### src/rtl/wm_uart.sv
module wm_uart #(
  parameter int DEPTH = 8,
  parameter int DIV_W = 16
) (
  input  logic        clk,
  input  logic        rst_n,
  input  logic [2:0]  addr,
  input  logic        wr_en,
  input  logic [31:0] wdata,
  input  logic        rd_en,
  output logic [31:0] rdata,
  output logic        tx,
  input  logic        rx,
  output logic        irq
);
  localparam int AW = $clog2(DEPTH);
  localparam int CW = AW + 1;

  logic [7:0] txm [DEPTH];
  logic [7:0] rxm [DEPTH];
  logic [AW-1:0] tx_wp, tx_rp, rx_wp, rx_rp;
  logic [CW-1:0] tx_cnt, rx_cnt;
  logic tx_en, tx_two, rx_en;
  logic [2:0] tx_wm, rx_wm;
  logic [1:0] ie;
  logic [DIV_W-1:0] div;

  logic tx_busy;
  logic [9:0] tx_sh;
  logic [3:0] tx_left;
  logic [DIV_W-1:0] tx_bcnt;

  logic [2:0] rx_q;
  logic [1:0] rx_ph;
  logic [2:0] rx_bits;
  logic [7:0] rx_sh;
  logic [DIV_W-1:0] rx_bcnt;

  wire tx_full  = tx_cnt == CW'(DEPTH);
  wire rx_empty = rx_cnt == '0;
  wire tx_push  = wr_en && addr == 3'd0 && !tx_full;
  wire tx_pop   = !tx_busy && tx_en && tx_cnt != '0;
  wire rx_pop   = rd_en && addr == 3'd1 && !rx_empty;
  wire rx_s     = rx_q[1];
  wire rx_tick  = rx_bcnt == '0;
  wire rx_push  = rx_ph == 2'd3 && rx_tick && rx_s && rx_cnt != CW'(DEPTH);
  wire tx_pend  = tx_cnt < CW'(tx_wm);
  wire rx_pend  = rx_cnt > CW'(rx_wm);

  assign tx  = !tx_busy || tx_sh[0];
  assign irq = |(ie & {rx_pend, tx_pend});

  always_comb begin
    rdata = '0;
    case (addr)
      3'd0: rdata[31] = tx_full;
      3'd1: rdata = rx_empty ? 32'h8000_0000 : {24'd0, rxm[rx_rp]};
      3'd2: rdata = {13'd0, tx_wm, 14'd0, tx_two, tx_en};
      3'd3: rdata = {13'd0, rx_wm, 15'd0, rx_en};
      3'd4: rdata[1:0] = ie;
      3'd5: rdata[1:0] = {rx_pend, tx_pend};
      3'd6: rdata[DIV_W-1:0] = div;
      default: rdata = '0;
    endcase
  end

  always_ff @(posedge clk) begin
    if (tx_push) txm[tx_wp] <= wdata[7:0];
    if (rx_push) rxm[rx_wp] <= rx_sh;
  end

  always_ff @(posedge clk or negedge rst_n) begin
    if (!rst_n) begin
      tx_wp <= '0; tx_rp <= '0; tx_cnt <= '0;
      rx_wp <= '0; rx_rp <= '0; rx_cnt <= '0;
      tx_en <= 1'b0; tx_two <= 1'b0; tx_wm <= '0;
      rx_en <= 1'b0; rx_wm <= '0; ie <= '0; div <= '0;
    end else begin
      if (tx_push) tx_wp <= tx_wp + 1'b1;
      if (tx_pop)  tx_rp <= tx_rp + 1'b1;
      if (rx_push) rx_wp <= rx_wp + 1'b1;
      if (rx_pop)  rx_rp <= rx_rp + 1'b1;
      tx_cnt <= tx_cnt + CW'(tx_push) - CW'(tx_pop);
      rx_cnt <= rx_cnt + CW'(rx_push) - CW'(rx_pop);
      if (wr_en) begin
        case (addr)
          3'd2: begin tx_en <= wdata[0]; tx_two <= wdata[1]; tx_wm <= wdata[18:16]; end
          3'd3: begin rx_en <= wdata[0]; rx_wm <= wdata[18:16]; end
          3'd4: ie <= wdata[1:0];
          3'd6: div <= wdata[DIV_W-1:0];
          default: ;
        endcase
      end
    end
  end

  always_ff @(posedge clk or negedge rst_n) begin
    if (!rst_n) begin
      tx_busy <= 1'b0; tx_sh <= '1; tx_left <= '0; tx_bcnt <= '0;
    end else if (!tx_busy) begin
      if (tx_pop) begin
        tx_busy <= 1'b1;
        tx_sh   <= {1'b1, txm[tx_rp], 1'b0};
        tx_left <= tx_two ? 4'd11 : 4'd10;
        tx_bcnt <= div;
      end
    end else if (tx_bcnt != '0) begin
      tx_bcnt <= tx_bcnt - 1'b1;
    end else begin
      tx_bcnt <= div;
      tx_sh   <= {1'b1, tx_sh[9:1]};
      tx_left <= tx_left - 1'b1;
      if (tx_left == 4'd1) tx_busy <= 1'b0;
    end
  end

  always_ff @(posedge clk or negedge rst_n) begin
    if (!rst_n) begin
      rx_q <= '1; rx_ph <= '0; rx_bits <= '0; rx_sh <= '0; rx_bcnt <= '0;
    end else begin
      rx_q <= {rx_q[1:0], rx};
      if (rx_ph == 2'd0) begin
        if (rx_en && rx_q[2] && !rx_s) begin
          rx_ph   <= 2'd1;
          rx_bcnt <= div >> 1;
        end
      end else if (!rx_tick) begin
        rx_bcnt <= rx_bcnt - 1'b1;
      end else begin
        rx_bcnt <= div;
        case (rx_ph)
          2'd1: begin rx_ph <= rx_s ? 2'd0 : 2'd2; rx_bits <= '0; end
          2'd2: begin
            rx_sh   <= {rx_s, rx_sh[7:1]};
            rx_bits <= rx_bits + 1'b1;
            if (rx_bits == 3'd7) rx_ph <= 2'd3;
          end
          default: rx_ph <= 2'd0;
        endcase
      end
    end
  end
endmodule

### config.mk
export PLATFORM = sky130hd
export DESIGN_NAME = wm_uart
export DESIGN_NICKNAME = d
export VERILOG_FILES = /design/src/rtl/wm_uart.sv
export SDC_FILE = /design/constraint.sdc
export NUM_CORES = 1
export LEC_CHECK = 0
export CAP_MARGIN = 25
export CORE_MARGIN = 2
export CORE_UTILIZATION = 59
export DETAILED_ROUTE_END_ITERATION = 7
export HOLD_SLACK_MARGIN = 0.02
export PLACE_DENSITY = 0.92
export SYNTH_ARGS = -nofsm -noshare
export SYNTH_HDL_FRONTEND = slang
export SYNTH_SLANG_ARGS = --single-unit
### constraint.sdc
create_clock -name clk -period 3.1 [get_ports clk]
set_input_delay 0.62 -clock clk [delete_from_list [all_inputs] [get_ports clk]]
set_output_delay 0.62 -clock clk [all_outputs]
set_load 0.02 [all_outputs]
* Word-level counts from Yosys, hierarchy flattened
Memory sizes are Yosys's and may differ from the RTL's. Index checks and enable logic that the tools add are counted.
Storage, ports and cells: memories kept 2, register bits after elaboration 110, bits of input ports 40, RAM bits 128, word-level logic and storage cells 123, output and inout bits 34
Cells by class: reduce and logical (&&, ||, !) cells 34, bitwise gates (word level) 2, order comparisons 2, eq/ne operators 16, add/sub/neg operators 12, mux-type cells 33
Memories:
- rxm | depth 8, bits a word 8, rd ports 1, clocked after Yosys merged registers in 0, wr ports 1, line 20 | logic [7:0] rxm [DEPTH];
- txm | depth 8, bits a word 8, rd ports 1, clocked after Yosys merged registers in 0, wr ports 1, line 19 | logic [7:0] txm [DEPTH];
Operators with widths (number):
- $mux 16 | 6
- $pmux 15 s3 | 1
- $mux 32 | 1
- $sub 16x1->16 const B | 2
- $mux 10 | 3
- $pmux 14 s2 | 1
- $logic_not 16->1 | 1
- $reduce_bool 16->1 | 1
- $add 3x1->3 const B | 5
- $eq 3x3->1 const B | 4
- $mux 4 | 3
- $pmux 2 s6 | 1
- $logic_and 1x1->1 | 11
- $mux 2 | 5
- $reduce_and 2->1 | 5
- $mux 1 | 9
- $reduce_and 3->1 | 3
- $add 4x1->4 | 2
- $sub 4x1->4 | 2
- $eq 3x2->1 const B | 2
- $pmux 3 s2 | 1
- $reduce_bool 2->1 | 3
- $eq 2x2->1 const B | 2
- $eq 4x1->1 const B | 1
- 21 further kinds | 24

* Longest topological paths before layout
Gate-level depths: netlist of the first run.
word-level depth 6, gate-level depth with buffers 12, depth with buffers taken out 12

* Least setup slack after synthesis of the first run
Ideal clock, no wire load.
path type input-to-reg, start point input addr[2], end point register tx_cnt[2], data arrival time 2.776 ns, required time 2.977 ns, buffers on the path 1, cell stages on the path 9, setup time 0.123 ns, setup slack 0.202 ns, cell sequence clkbuf_1 a2111oi_0 inv_1 ha_1 inv_1 ha_1 inv_1 fa_1 xnor2_1
On the way: cells in the longest elaborated chain, start to end 5
Ends and longest elaborated chain:
- start: declaration | line 7 | input logic [2:0] addr,
- $logic_not 3->1 | line 41 | wire tx_push = wr_en && addr == 3'd0 && !tx_full;
- $logic_and 1x1->1 (2 in a row) | line 41
- $add 4x1->4 | line 83 | tx_cnt <= tx_cnt + CW'(tx_push) - CW'(tx_pop);
- $sub 4x1->4 | line 83
- end signal: assignment | line 83
- end: declaration | line 22 | logic [CW-1:0] tx_cnt, rx_cnt;
No other way between the ends. A chain may end at the register's enable or synchronous reset.

* Final worst setup path of the first run
start point register rx_cnt[1], end point output irq
On the way: cells in the longest elaborated chain, start to end 3
Ends and longest elaborated chain:
- start: declaration | line 22
- start signal: assignment | line 84 | rx_cnt <= rx_cnt + CW'(rx_push) - CW'(rx_pop);
- $gt 4x3->1 | line 48 | wire rx_pend = rx_cnt > CW'(rx_wm);
- $and 2x2->2 | line 51 | assign irq = |(ie & {rx_pend, tx_pend});
- $reduce_or 2->1 | line 51
- end: declaration | line 14 | output logic irq
No other way between the ends.

==> results.tsv, run 1 <==
stage	metric	value	unit
drt	drc	0	
synthesis	syn_inst	841	
final_layout	areaGrowthSynthToFinish	17.1	%
clocking	cts_buffers	24	
clocking	clk_pin_slew	60	ps
setup_path	worstPathArrival	2470	ps
pwr	combPwrFrac	0.278	
run_status	outcome	completed	
timing	layout_setup_ws	5.81	ps
clocking	cts.sinks	237	
setup_path	crit_chain	ha_1 -> nor2b_1 -> o21a_1 -> o21ai_0 -> nand2_1 -> a22o_1 -> dlygate4sd2_1	
hold_path	hp-class	input pin to async pin	
setup_path	critPathMaxFanout	3	
synthesis	synthTopCellsByArea	edfxtp_1 35%, dfrtp_1 22%, mux4_2 6.5%	
pwr	switchingPower	3.25	mW
synthesis	synth_top_area_frac	0.348	
setup_path	critPathLaunchType	register	
floorplanning	fp.dieW	141	um
floorplanning	dieArea	0.0198	sq mm
synthesis	synth_edf_count	128	
synthesis	synthFlopType	edfxtp_1	
synthesis	synthTopCellsByCount	128 x edfxtp_1, 97 x dfrtp_1, 76 x nand2_1	
timing	maxSlewHeadroom	0.483	
drt	num_vias	7585	
clocking	htreeDepth	1	
global_routing	grt_antenna_before_repair	0	
floorplanning	fp.dieH	141	um
synthesis	syn_avg_cell_area	13.1	sq um
setup_path	rr_endpoint	rx_cnt[3]	
drt	firstDrtPassIters	7	
setup_path	ff2ff_setup_slack	70	ps
setup_path	max_stage_delay	420	ps
timing	skew	15.2	ps
floorplanning	core_area	0.0185	sq mm
clocking	insertion_delay	520	ps
final_layout	diodes	0	
global_routing	grt_pass1_wl	40700	um
drt	ant_nets	0	
final_layout	fillers	1142	
pwr	p_clk_frac	0.284	
timing	tightestPinTransition	776	ps
pwr	vdd_drop_max	570	uV
pwr	internal-power	6.85	mW
synthesis	synthArstFlopShare	0.460	
global_routing	overflow	0	
place	port_buffers	48	
drt	viasPerCell	6.37	
setup_path	endpoint_kind	output port	
drt	drt_iter0_drc	898	
clocking	cts_tree	done	
setup_path	cp_data_required_time	2480	ps
clocking	cts-root-buf	clkbuf_16	
place	gp_congestion	0.867	
timing	setup_violations	0	
timing	max_freq	323	MHz
pwr	power_leakage	5.15	nW
drt	routed_wl	25900	um
place	place_ws	-190	ps
setup_path	r2r-start	rx_bcnt[1]	
place	dp.cells	1141	
global_routing	grt_pass1_vias	7587	
synthesis	synth.most_common_cell	edfxtp_1	
synthesis	synth_top_area_cell	edfxtp_1	
drt	wl_per_cell	21.8	um
timing	period_minus_slack	3090	ps
floorplanning	io-pin-count	74	
setup_path	reg2reg_depth	13	
synthesis	ys_seq_area_frac	0.597	
final_layout	layout.cells.non_filler	1190	
floorplanning	placementRows	50	
synthesis	synth-seq-cells	237	
pwr	p_seq_frac	0.438	
synthesis	yosysWarningCount	0	
timing	fin_crit_sh	0.998	
floorplanning	initial_core_util	0.596	
clocking	holdBufCountCts	0	
job	cap_violations	0	
setup_path	worstSetupPathType	register to output port	
timing	slew_violations	0	
setup_path	slowest_stage	dfrtp_2	
pwr	cellPowerDensity	781	mW/mm^2
final_layout	num-nets-final	1013	
synthesis	netlist-cell-type-count	71	
global_routing	grt_max_degree	50	
final_layout	layout-drive-gt1-share	0.213	
global_routing	grt_usage	0.263	
timing	finalHoldViolCount	0	
pwr	p_sw_frac	0.322	
place	place_hpwl	16500	um
synthesis	netlist_area	0.0110	sq mm
clocking	clk_path_buf_depth	3	
==> per-stage QoR <==
step                      setup TNS, ps  utilization  area, sq um  hold WS [ps]  total power, mW
after floorplan                       0            -        11100           324             6.20
after global placement             -868        0.650        12000           350             6.87
after detailed placement          -1240        0.650        12000           349             7.08
after CTS                             0        0.694        12800           109             10.0
after global routing              -99.7        0.698        12900           132             10.6
final                                 0        0.698        12900          89.3             10.1
==> layout by cell type (no fill, tap or decap), types with 7 or more instances in the layout <==
cell type,n
edfxtp_1,128
dfrtp_1,95
nand2_1,76
buf_4,57
o21ai_0,54
nor2_1,47
mux2_2,36
inv_1,32
mux4_2,32
ha_1,31
clkdlybuf4s50_1,30
clkbuf_16,25
mux2i_1,23
nor3_1,23
a21oi_1,23
xnor2_1,12
conb_1,12
dfstp_2,12
nand2b_1,11
and2_1,10
nor2b_1,10
a211oi_1,10
nor4_1,10
nand3_1,8
dlymetal6s2s_1,8
xor2_1,7
a31oi_1,7
or4_1,7
clkinv_2,7
==> metal layers <==
metal / vias to the layer above / routed length, um / GRT usage
li1: 3307 / - / -
met1: 3791 / 10300 / 0.356
met2: 417 / 13000 / 0.442
met3: 70 / 1880 / 0.0360
met4: 0 / 778 / 0.0989
met5: - / 0 / 0
==> flip-flops by register name, indices dropped and copies added (netlist names), 2 cells and up <==
| name | cells |
|---|---|
| div | 16 |
| txm | 64 |
| tx_wm | 3 |
| rx_bcnt | 16 |
| rx_ph | 2 |
| rx_sh | 8 |
| rx_bits | 3 |
| tx_rp | 3 |
| tx_cnt | 4 |
| rx_rp | 3 |
| rx_q | 3 |
| rx_cnt | 4 |
| ie | 2 |
| rxm | 64 |
| rx_wm | 3 |
| rx_wp | 3 |
| tx_bcnt | 16 |
| tx_sh | 9 |
| tx_left | 4 |
| tx_wp | 3 |
==> worst max path at each step <==
stage	from	to	slack (ps)	depth (start not counted)
2_1_floorplan	addr[2]	tx_cnt[2]	200	9
3_3_place_gp	addr[0]	tx_cnt[1]	-180	11
3_5_place_dp	addr[1]	tx_cnt[2]	-190	11
4_1_cts	addr[2]	rdata[15]	2	6
5_1_grt	rx_cnt[1]	irq	-60	7
6_report	rx_cnt[1]	irq	6	7
==> power groups by stage <==
stage | Combinational (mW) | Clock (mW) | Sequential [mW]
floorplan | 1.97 | 0 | 4.23
global placement | 2.47 | 0 | 4.40
detailed placement | 2.64 | 0 | 4.44
CTS | 2.72 | 2.88 | 4.40
global route | 3.07 | 3.01 | 4.49
finish | 2.81 | 2.86 | 4.42
==> area by class of cell <==
type	instances	area (sq um)	area share
Timing Repair Buffer	107	956	0.0740
Inverter	36	135	0.0105
Tap cell	234	293	0.0227
Sequential cell	237	6590	0.510
Multi-Input combinational cell	532	4170	0.323
Clock buffer	31	658	0.0509
Clock inverter	13	118	0.00911
==> critical path: cells and delay by family, from the launching register on <==
kind | cells | cell delay (ps)
adders and majority gates | 1 | 310
buffers and inverters | 1 | 320
DFF | 1 | 420
and+or+nand+nor | 2 | 260
AOI/OAI and AO/OA | 3 | 630
==> timing repair <==
| item | CTS | global route |
|---|---|---|
| setup buffers | 1 | 4 |
| pin swaps | 1 | 3 |
| endpoints found under the setup margin | 11 | 14 |
| resized for setup | 17 | 24 |
==> kinds of logic (layout without fill, tap and decap cells) <==
logic type / count (synthesis) / count (layout) / synth area share
and+or+nand+nor: 231 / 231 / 0.105
DFF: 237 / 237 / 0.597
adders and majority gates: 35 / 35 / 0.0410
buffers and inverters: 83 / 187 / 0.0345
xor gates and xnor gates: 19 / 19 / 0.0151
AOI/OAI and AO/OA: 143 / 143 / 0.0837
other: 1 / 12 / 0.000340
muxes: 92 / 92 / 0.124
Power figures use the tool's default switching activity.
==> inputs of run 2 (changes only) <==
- CORE_UTILIZATION: 59 -> 53
- CTS_CLUSTER_DIAMETER: not set -> 80
- PLACE_DENSITY: 0.92 -> 0.88
- clock period: 3.1 -> 2.8 ns (I/O delays scaled with it)
==> run 2 against run 1 <==
Compared with the run above:
- the flow now finishes with violations (negative setup slack)
- combinational power grew 22%
- register-to-register slack lost 140 ps
- die area grew 11%
- count of clock-buffer cells in the layout shrank 4
- sequential share of layout area shrank 1.6 points
- total power grew 14%
==> results.tsv, run 2 (same netlist as run 1, synthesis figures left out) <==
stage	metric	value	unit	change
run_status	outcome	finished, violations left		
place	placed_area	0.0124	sq mm	+2.5%
timing	max_freq	349	MHz	
timing	layout_setup_ws	-67.2	ps	-73.0 ps
pwr	internal-power	7.83	mW	+14%
timing	slew_violations	0		unchanged
pwr	power_leakage	5.27	nW	+2.3%
global_routing	grt_pass1_vias	7666		+1.0%
drt	drc	0		unchanged
final_layout	areaGrowthSynthToFinish	20.8	%	
global_routing	grt_max_degree	76		+52%
timing	maxSlewHeadroom	0.473		-0.00971
floorplanning	initial_core_util	0.542		-0.0540
job	cap_violations	0		unchanged
setup_path	critical_path_buf_inv_count	5		+4
drt	routed_wl	26500	um	+2.2%
clocking	cts_buffers	24		unchanged
final_layout	final_cell_mix	128 x edfxtp_1, 96 x dfrtp_1, 89 x buf_4, 75 x nand2_1, 51 x o21ai_0		
timing	fin_crit_sh	1.02		
clocking	insertion_delay	520	ps	about the same
setup_path	endpoint_kind	register		
final_layout	diodes	0		unchanged
setup_path	max_stage_delay	570	ps	+150 ps
setup_path	worstPathArrival	3290	ps	+820 ps
global_routing	grt_usage	0.243		-0.0205
timing	skew	15.6	ps	+0.350 ps
pwr	p_seq_frac	0.422		-0.016
clocking	cts_tree	done		
final_layout	final_common_cell	edfxtp_1		
floorplanning	dieArea	0.0220	sq mm	+11%
drt	num_vias	7680		+1.3%
timing	tightestPinTransition	790	ps	+14.6 ps
pwr	switchingPower	3.64	mW	+12%
clocking	cts-root-buf	clkbuf_16		
pwr	combPwrFrac	0.299		+0.021
drt	wl_per_cell	21.0	um	-3.5%
final_layout	num-nets-final	1048		+3.5%
clocking	clk_pin_slew	60	ps	about the same
setup_path	slowest_stage	or4_4		
final_layout	reg_top3	rxm (64), txm (64)		
setup_path	cp_data_required_time	3220	ps	+740 ps
timing	period_minus_slack	2870	ps	
setup_path	crit_chain	or4_4 -> nor4_4 -> buf_4 -> and4_4 -> inv_4 -> ha_4 -> inv_2 -> ha_4 -> inv_2 -> fa_2 -> inv_2		
floorplanning	fp.dieW	148	um	+5.4%
setup_path	critPathLaunchType	register		
clocking	htreeDepth	1		unchanged
floorplanning	core_area	0.0204	sq mm	+10%
clocking	cts.sinks	237		unchanged
final_layout	multi_input_area	0.00426	sq mm	+2.3%
floorplanning	fp.dieH	148	um	+5.4%
global_routing	grt_pass1_wl	41700	um	+2.3%
pwr	p_clk_frac	0.280		-0.004
place	gp_congestion	0.904		+4.2%
drt	ant_nets	0		unchanged
floorplanning	io-pin-count	74		unchanged
run_status	violations	negative setup slack		
setup_path	ff2ff_setup_slack	-70	ps	-140 ps
pwr	vdd_drop_max	544	uV	-4.5%
floorplanning	placementRows	52		+4.0%
setup_path	critPathMaxFanout	2		-1
pwr	p_sw_frac	0.318		-0.00402
setup_path	worstSetupPathType	register to register		
clocking	clk_path_buf_depth	3		unchanged
pwr	cellPowerDensity	861	mW/mm^2	+10%
drt	viasPerCell	6.09		-4.4%
timing	tns	-159	ps	-159 ps
timing	grt_setup_unrepaired	yes		
final_layout	design_area	0.0133	sq mm	+3.2%
final_layout	seqCellArea	0.00659	sq mm	about the same
timing	finalHoldViolCount	0		unchanged
drt	firstDrtPassIters	5		-2
global_routing	overflow	0		unchanged
setup_path	timing.critical_path.mode_cell	inv_2		
final_layout	layout-drive-gt1-share	0.271		+0.0581
timing	setup_violations	3		+3
place	place_hpwl	16900	um	+2.5%
setup_path	crit_family	simple AND/OR/NAND/NOR gates		
final_layout	fillers	1361		+19%
global_routing	grt_antenna_before_repair	0		unchanged
drt	drt_iter0_drc	921		+2.6%
hold_path	hp-class	register to register		
place	port_buffers	48		unchanged
-- run 2: worst paths after layout --
kind | from | endpoint | depth (start not counted)
max | rx_bcnt[8] | rx_cnt[1] | 11
min | rx_q[0] | rx_q[1] | 0
max reg2reg | rx_bcnt[8] | rx_cnt[1] | 11
min reg2reg | rx_q[0] | rx_q[1] | 0
max in group asynchronous | rst_n | tx_sh[5] | 3
min in group asynchronous | rst_n | rx_sh[3] | 2
-- run 2: worst register-to-register path: stages, from the launching register on --
cell	delay, ps
dfrtp_1	400
or4_4	570
nor4_4	350
buf_4	180
and4_4	230
inv_4	50
ha_4	210
inv_2	60
ha_4	130
inv_2	40
fa_2	530
inv_2	30
-- run 2: cell type report --
cell class	count	share of cell area
clock buffer	27	0.0490
clock inverter	17	0.0109
inverter	36	0.0103
multi-input combinational	532	0.320
sequential	237	0.494
tap	270	0.0254
timing repair buffer	142	0.0901
-- run 2: stage by stage --
stage	hold slack, ps	power, mW	worst slack (ps)	util	cells
final	358	11.5	-67.2	0.654	1261
after global routing	367	12.1	-128	0.654	1261
after CTS	361	11.4	-78.3	0.650	1258
after detailed placement	352	8.01	-327	0.606	1209
after global placement	347	7.81	-282	0.606	1209
after floorplan	264	6.88	29.3	-	852
-- run 2: metal layers --
layer	global-route usage	vias to the layer above	wire, um
met1	0.327	3842	10700
met2	0.414	382	13200
met5	0	-	0
met3	0.0294	70	1770
met4	0.0805	0	866
li1	-	3386	-
-- run 2: power groups by stage --
stage | logic [mW] | registers [mW] | clock network, mW
after floorplan | 2.19 | 4.69 | 0
after global placement | 3.01 | 4.80 | 0
after detailed placement | 3.17 | 4.84 | 0
after CTS | 3.30 | 4.80 | 3.26
after global routing | 3.80 | 4.89 | 3.38
final | 3.43 | 4.83 | 3.21
-- run 2: what timing repair did --
item | CTS | global route
endpoints found under the hold margin | 17 | 0
hold buffers | 1 | 0
endpoints found under the setup margin | 62 | 25
gates resized for setup | 79 | 23
pin swaps | 4 | 6
buffers inserted | 4 | 3
==> inputs of run 3 (changes only) <==
- CAP_MARGIN: 25 -> not set
==> results of run 3 <==
No change in the layout: final DEF, timing and power equal those of run 2.
